==> config.mk <==
export PLATFORM = sky130hd
export DESIGN_NAME = nrz_bit_timing
export DESIGN_NICKNAME = d
export VERILOG_FILES = /design/src/rtl/nbt_pkg.sv /design/src/rtl/nbt_sync_chain.sv /design/src/rtl/nbt_edge_detect.sv /design/src/rtl/nbt_phase_timer.sv /design/src/rtl/nrz_bit_timing.sv
export SDC_FILE = /design/constraint.sdc
export NUM_CORES = 1
export LEC_CHECK = 0
export ABC_AREA = 1
export BUFFER_PORTS_ARGS = -buffer_cell sky130_fd_sc_hd__buf_2
export CORE_AREA = 2 2 39 41
export DETAILED_ROUTE_END_ITERATION = 16
export DIE_AREA = 0 0 41 43
export HOLD_SLACK_MARGIN = 0.08
export PLACE_DENSITY = 0.63
export SKIP_LAST_GASP = 1
export SYNTH_ARGS = -nofsm -noshare
export SYNTH_HDL_FRONTEND = slang
export SYNTH_SLANG_ARGS = --single-unit
==> constraint.sdc <==
create_clock -name clk_fast -period 0.8 [get_ports clk_fast]
set_input_delay 0 -clock clk_fast [delete_from_list [all_inputs] [get_ports clk_fast]]
set_output_delay 0 -clock clk_fast [all_outputs]
set_load 0.01 [all_outputs]
==> src/rtl/nbt_pkg.sv <==
`timescale 1ns/1ps
package nbt_pkg;

  // Default oversampling ratio, phase counter width and synchroniser depth.
  localparam int unsigned NBT_OVERSAMPLE  = 16;
  localparam int unsigned NBT_CNT_W       = 5;
  localparam int unsigned NBT_SYNC_STAGES = 2;

  // Phase at which the mid-bit strobe is registered.
  function automatic int unsigned nbt_mid_phase(input int unsigned oversample);
    return oversample / 2 - 1;
  endfunction

endpackage

==> src/rtl/nbt_sync_chain.sv <==
`timescale 1ns/1ps
module nbt_sync_chain #(
  parameter int unsigned STAGES = 2
) (
  input  logic clk,
  input  logic rst_n,
  input  logic d,
  output logic q
);

  logic [STAGES-1:0] stage_q;
  logic [STAGES-1:0] stage_d;

  assign stage_d[0] = d;
  for (genvar g = 1; g < STAGES; g++) begin : g_chain
    assign stage_d[g] = stage_q[g-1];
  end

  always_ff @(posedge clk or negedge rst_n) begin
    if (!rst_n) stage_q <= '0;
    else        stage_q <= stage_d;
  end

  assign q = stage_q[STAGES-1];

endmodule

==> src/rtl/nbt_edge_detect.sv <==
`timescale 1ns/1ps
module nbt_edge_detect (
  input  logic clk,
  input  logic rst_n,
  input  logic smp,
  output logic edge_o
);

  logic [1:0] hist_q, hist_d;
  logic       flag_q, flag_d;

  // Next state: shift the history and qualify a change against a stable pair.
  always_comb begin
    hist_d = {hist_q[0], smp};
    flag_d = (hist_q[0] == hist_q[1]) && (hist_q[0] != smp);
  end

  always_ff @(posedge clk or negedge rst_n) begin
    if (!rst_n) begin
      hist_q <= '0;
      flag_q <= 1'b0;
    end else begin
      hist_q <= hist_d;
      flag_q <= flag_d;
    end
  end

  assign edge_o = flag_q;

  // a flagged change leaves the history split, so no flag can follow it.
  p_edge_gap_r3: assert property (@(posedge clk) disable iff (!rst_n)
    flag_q |=> !flag_q);

  // a flag is always preceded by a change of the synchronised sample.
  p_edge_needs_change_r2: assert property (@(posedge clk) disable iff (!rst_n)
    $rose(flag_q) |-> (hist_q[0] != hist_q[1]));

endmodule

==> src/rtl/nbt_phase_timer.sv <==
`timescale 1ns/1ps
module nbt_phase_timer #(
  parameter int unsigned OVERSAMPLE = 16,
  parameter int unsigned CNT_W      = 5,
  parameter int unsigned MID_PHASE  = 7
) (
  input  logic clk,
  input  logic rst_n,
  input  logic realign,
  input  logic smp,
  output logic strobe_o,
  output logic bit_o
);

  localparam logic [CNT_W-1:0] LAST_PH = CNT_W'(OVERSAMPLE - 1);
  localparam logic [CNT_W-1:0] MID_PH  = CNT_W'(MID_PHASE);

  logic [CNT_W-1:0] phase_q, phase_d;
  logic             strobe_q, strobe_d;
  logic             bit_q, bit_d;
  logic             at_mid;
  logic             cap_en;

  assign at_mid = (phase_q == MID_PH);
  assign cap_en = at_mid;

  // Next state: zero on a qualified edge or at the last phase, else count.
  always_comb begin
    if (realign || (phase_q == LAST_PH)) phase_d = '0;
    else                                 phase_d = phase_q + CNT_W'(1);
    strobe_d = at_mid;
    bit_d    = cap_en ? smp : bit_q;
  end

  always_ff @(posedge clk or negedge rst_n) begin
    if (!rst_n) begin
      phase_q  <= '0;
      strobe_q <= 1'b0;
      bit_q    <= 1'b0;
    end else begin
      phase_q  <= phase_d;
      strobe_q <= strobe_d;
      bit_q    <= bit_d;
    end
  end

  assign strobe_o = strobe_q;
  assign bit_o    = bit_q;

  // the phase never leaves 0..OVERSAMPLE-1.
  p_phase_bound_r5: assert property (@(posedge clk) disable iff (!rst_n)
    phase_q <= LAST_PH);

  // after the last phase the counter is back at zero.
  p_phase_wrap_r5: assert property (@(posedge clk) disable iff (!rst_n)
    (phase_q == LAST_PH) |=> (phase_q == '0));

  // a qualified edge zeroes the phase on the next cycle.
  p_realign_r4: assert property (@(posedge clk) disable iff (!rst_n)
    realign |=> (phase_q == '0));

  // the mid phase produces a strobe on the next cycle.
  p_mid_strobe_r4: assert property (@(posedge clk) disable iff (!rst_n)
    at_mid |=> strobe_q);

  // the strobe lasts a single cycle.
  p_strobe_single_r6: assert property (@(posedge clk) disable iff (!rst_n)
    strobe_q |=> !strobe_q);

  // the recovered bit holds between strobes.
  p_bit_hold_r7: assert property (@(posedge clk) disable iff (!rst_n)
    !strobe_q |-> $stable(bit_q));

endmodule

==> src/rtl/nrz_bit_timing.sv <==
`timescale 1ns/1ps
module nrz_bit_timing
  import nbt_pkg::*;
#(
  parameter int unsigned OVERSAMPLE  = NBT_OVERSAMPLE,
  parameter int unsigned CNT_W       = NBT_CNT_W,
  parameter int unsigned SYNC_STAGES = NBT_SYNC_STAGES
) (
  input  logic clk_fast,
  input  logic rst_n,
  input  logic line_in,
  output logic strobe_o,
  output logic bit_o,
  output logic edge_o
);

  localparam int unsigned MID_PHASE = nbt_mid_phase(OVERSAMPLE);

  logic rst_sync_n;
  logic smp;
  logic realign;

  // Reset asserts asynchronously and releases on a clock edge.
  nbt_sync_chain #(.STAGES(2)) u_rst_sync (
    .clk   (clk_fast),
    .rst_n (rst_n),
    .d     (1'b1),
    .q     (rst_sync_n)
  );

  nbt_sync_chain #(.STAGES(SYNC_STAGES)) u_line_sync (
    .clk   (clk_fast),
    .rst_n (rst_sync_n),
    .d     (line_in),
    .q     (smp)
  );

  nbt_edge_detect u_edge (
    .clk    (clk_fast),
    .rst_n  (rst_sync_n),
    .smp    (smp),
    .edge_o (realign)
  );

  nbt_phase_timer #(
    .OVERSAMPLE (OVERSAMPLE),
    .CNT_W      (CNT_W),
    .MID_PHASE  (MID_PHASE)
  ) u_timer (
    .clk      (clk_fast),
    .rst_n    (rst_sync_n),
    .realign  (realign),
    .smp      (smp),
    .strobe_o (strobe_o),
    .bit_o    (bit_o)
  );

  assign edge_o = realign;

  // while reset is applied no output is active.
  p_reset_quiet_r1: assert property (@(posedge clk_fast)
    !rst_sync_n |-> (!strobe_o && !edge_o && !bit_o));

endmodule

; Word level (Yosys, flattened, before mapping)
; Cells that the tools add are included.
[classes]
add_sub_neg = 1
eq_ne = 4
n_mux = 1
reduce_logical = 2
[op_table]
columns = op, count
row1 = "5-bit by 1-bit adder with 5-bit output, second input constant", 1
row2 = "5-bit by 3-bit == test with 1-bit output, second input constant", 1
row3 = "5-bit by 4-bit == test with 1-bit output, second input constant", 1
row4 = 5-bit 2-to-1 mux, 1
row5 = 1-bit == test, 1
row6 = 1-bit logical AND, 1
row7 = 1-bit logical OR, 1
row8 = 1-bit != test, 1
[totals]
register_bits = 14
inputBits = 3
out_inout_bits = 3
word_cells = 15

; Longest topological paths before layout
[logic_depth]
depth_word = 3
depth_mapped = 7
mapped_depth_nobuf = 7

; Modules after synthesis
; Synthesis repeated with hierarchy kept, for this count alone.
[unflattened]
hier_cells = 51
hier_area_um2 = 520.5
[modules_own_cells]
columns = module, n_inst, cells_each, area_per_inst_um2, seq_area_each_um2
row1 = nbt_phase_timer, 1, 33, 304.0, 175.2
row2 = nbt_edge_detect, 1, 13, 112.6, 75.1
row3 = nbt_sync_chain, 2, 2, 50.0, 50.0
row4 = nrz_bit_timing, 1, 1, 3.8, 0.0

; Least setup slack after synthesis
; No wires, ideal clock.
[synth_path]
kind = register to register
start = reg u_timer.phase_q[0]
end = reg u_timer.phase_q[2]
setup_ns = 0.080
t_arrival_ns = 1.160
t_required_ns = 0.720
path_slack_ns = -0.440
stages_incl_launch_ff = 8
n_path_buf = 0
period_less_slack_ns = 1.240
cell_sequence = dfrtp_1 > ha_1 > nand2_1 > nor2_1 > ha_1 > nor2_1 > inv_2 > nor3_2
[synth_between]
elab_chain_cells = 3
elab_cells_between_ends = 4
classes_between = add/sub: 1 / eq/ne: 1 / mux: 1 / reduce/logical: 1
[synth_rtl]
columns = item, line
row1 = "start, declared", nbt_phase_timer.sv:18  ; logic [CNT_W-1:0] phase_q, phase_d;
row2 = "start signal, assigned", nbt_phase_timer.sv:41  ; phase_q <= phase_d;
row3 = "parallel branches: the longest is 2 deep, another holds 5-bit by 1-bit adder with 5-bit output", -
row4 = 5-bit 2-to-1 mux (*), nbt_phase_timer.sv:29  ; if (realign || (phase_q == LAST_PH)) phase_d = '0;
row5 = net u_timer.phase_d[2], nbt_phase_timer.sv:18
; Mark *: on every way through the listed nets, which the timed path passes.
; A chain may end at the register's enable or synchronous reset.

; Worst setup path in the final report
; Same ends and word-level chain as after synthesis.

==> metrics.csv <==
metric,value,unit
Post-Layout Cell Count,83,
first-pass GRT wire length,1320,um
fill count,124,
Syn Area/Cell,10.9,um2
post-layout util,52.0,%
I/O pin total,6,
hold_ws,85.9,ps
nets,73,
die width,41,um
unique cell type count in the Yosys netlist,11,
Die H,43,um
first drt pass iteration count,2,
unrepaired setup endpoints after global routing,yes,
vias in the first global route,336,
Critical Path RT,1000,ps
clock buffer depth,2,
most frequent cells in the layout,"14 x dfrtp_1, 7 x buf_4, 6 x inv_1, 6 x nor2_1",
"commonest non-fill, non-tap cell in the layout",dfrtp_1,
Core Rows,14,
TritonCTS Sinks,14,
CP Capture Type,flop,
diode count,0,
Power Density,2290,nW/um2
Synth top area share,69.8,%
Hold Crit Class,reg -> async,
clk_skew,2.55,ps
WL final,801,um
Fmax,836,MHz
final period demand of the worst path,1200,ps
Avg WL per Cell,9.65,um
crit path launch type,flop,
final slew viol count,0,
Mapped Area,502,um2
Placeable Area,1380,um2
"area leader, netlist",dfrtp_1,
Final Hold Vio Count,0,
sequential-to-total area share from yosys stat,69.8,%
crit-path max FO,4,
number of port buffers,5,
initial antenna violation count,0,
Peak VDD IR,1.10,mV
Final Cycle Share,149,%
vias post-DR,360,
Routed Antenna Nets,0,
failing checks,negative setup slack,
Ys Warns,0,
"top cells by area, synth","dfrtp_1 70%, nor2_1 6.7%, ha_1 5.0%",
Mapped Nets,51,
Cells after Synth,46,
root buffer cell,clkbuf_4,
Crit Path Class,reg -> reg,
pin count of the biggest net entering global routing,10,
final worst slack,-396,ps
CTS tree,done,
fraction of layout cells with a size suffix above 1,41.8,%
Final setup viols,8,
Max-Cap Viols,0,
GRT Util Overall,12.3,%
status,finished with violations,
Initial Util,36.3,%
Vias per Instance,4.34,
Die ar.,1760,um2
clk slew on worst S/H paths,80,ps
grt ovf,0,
CP arrival,1400,ps
setup_tns,-2610,ps
HPWL reported at the end of detailed placement,556,um
"number of placed instances, taps included",72,
DRT iter0 DRCs,1,
H-Tree Depth,1,
Residual DRC,0,
later-pin clock latency in the skew report,280,ps
#FFs+latches synth,14,
Pleak,0.000378,uW
number of CTS-inserted buffers,3,
Synth-to-Final Area Change,43.4,%
GPL Wtd Cong,0.689,
## kinds of logic (layout without fill, tap and decap cells)
| family | count (synthesis) | after routing | synth area share [%] |
|---|---|---|---|
| other | 1 | 1 | 0.747 |
| buffers and inverters | 8 | 29 | 5.99 |
| AO/OA/AOI/OAI | 2 | 2 | 2.00 |
| AND/OR/NAND/NOR | 19 | 19 | 16.5 |
| adder cells (fa/ha/maj) | 2 | 2 | 4.99 |
| flip-flops | 14 | 14 | 69.8 |
## final timing paths
path                                                  from                          endpoint  slack [ps]  depth (start not counted)
setup / recovery              u_timer.phase_q[0]$_DFF_PN0_      u_timer.phase_q[2]$_DFF_PN0_        -400                          7
hold / removal             u_rst_sync.stage_q[1]$_DFF_PN0_      u_timer.phase_q[0]$_DFF_PN0_          90                          0
setup reg to reg              u_timer.phase_q[0]$_DFF_PN0_      u_timer.phase_q[2]$_DFF_PN0_        -400                          7
hold reg to reg            u_rst_sync.stage_q[1]$_DFF_PN0_      u_timer.phase_q[0]$_DFF_PN0_          90                          0
max in group asynchronous                            rst_n   u_rst_sync.stage_q[1]$_DFF_PN0_         120                          3
min in group clk_fast                              line_in  u_line_sync.stage_q[0]$_DFF_PN0_         360                          2
## repair_timing
action / CTS / global route
hold buffers: 3 / 0
endpoints found under the setup margin: 9 / 10
setup buffers: 4 / 0
hold endpoints to repair: 3 / 0
pin swaps: 4 / 4
gates resized for setup: 3 / 2
## sequential cells by signal, indices dropped and copies added, names as in the netlist
name / count
u_rst_sync.stage_q: 2
u_timer.strobe_o: 1
u_line_sync.stage_q: 2
u_edge.hist_q: 2
u_edge.edge_o: 1
u_timer.phase_q: 5
u_timer.bit_o: 1
## cells in the mapped netlist
| library cell | n |
|---|---|
| ha_1 | 2 |
| dfrtp_1 | 14 |
| a21oi_1 | 2 |
| nor3_2 | 1 |
| nor2_1 | 9 |
| conb_1 | 1 |
| inv_2 | 2 |
| nand2_2 | 1 |
| nand2_1 | 6 |
| nand3_1 | 2 |
| inv_1 | 6 |
## metrics by stage
stage / setup WS (ps) / area (um2) / total power [uW]
floorplan: -338 / 512 / 965
global placement: -395 / 607 / 1070
detailed placement: -404 / 607 / 1080
CTS: -406 / 712 / 1660
global route: -454 / 719 / 1740
finish: -396 / 719 / 1640
## where the power goes
group	internal, uW	leakage, uW	switching, uW
clock	277	0.0000210	228
combinational	174	0.000182	133
sequential	786	0.000176	45.8
total	1240	0.000378	407
## layer usage
layer | up-vias | global-route usage, % | part of all wire, %
met2 | 7 | 16.6 | 53
met5 | - | 0 | 0
met1 | 169 | 14.7 | 42
li1 | 182 | - | -
met4 | 0 | 10.0 | 1.5
met3 | 2 | 4.71 | 3.1
## layout make-up
cell class                 instances  area, um2  area share (%)
timing repair buffer              17        139            19.3
tap                               16       20.0            2.78
sequential                        14        350            48.7
multi-input combinational         24        141            19.7
inverter                           8       32.5            4.52
clock buffer                       4       36.3            5.04
## worst max-delay path: stages, from the launching register on
cell and delay (ps):
dfrtp_1 390, ha_2 200, nand2_2 70, nor2_2 40
ha_2 170, nor2_4 90, inv_2 60, nor3_2 100
Power figures use the tool's default switching activity.
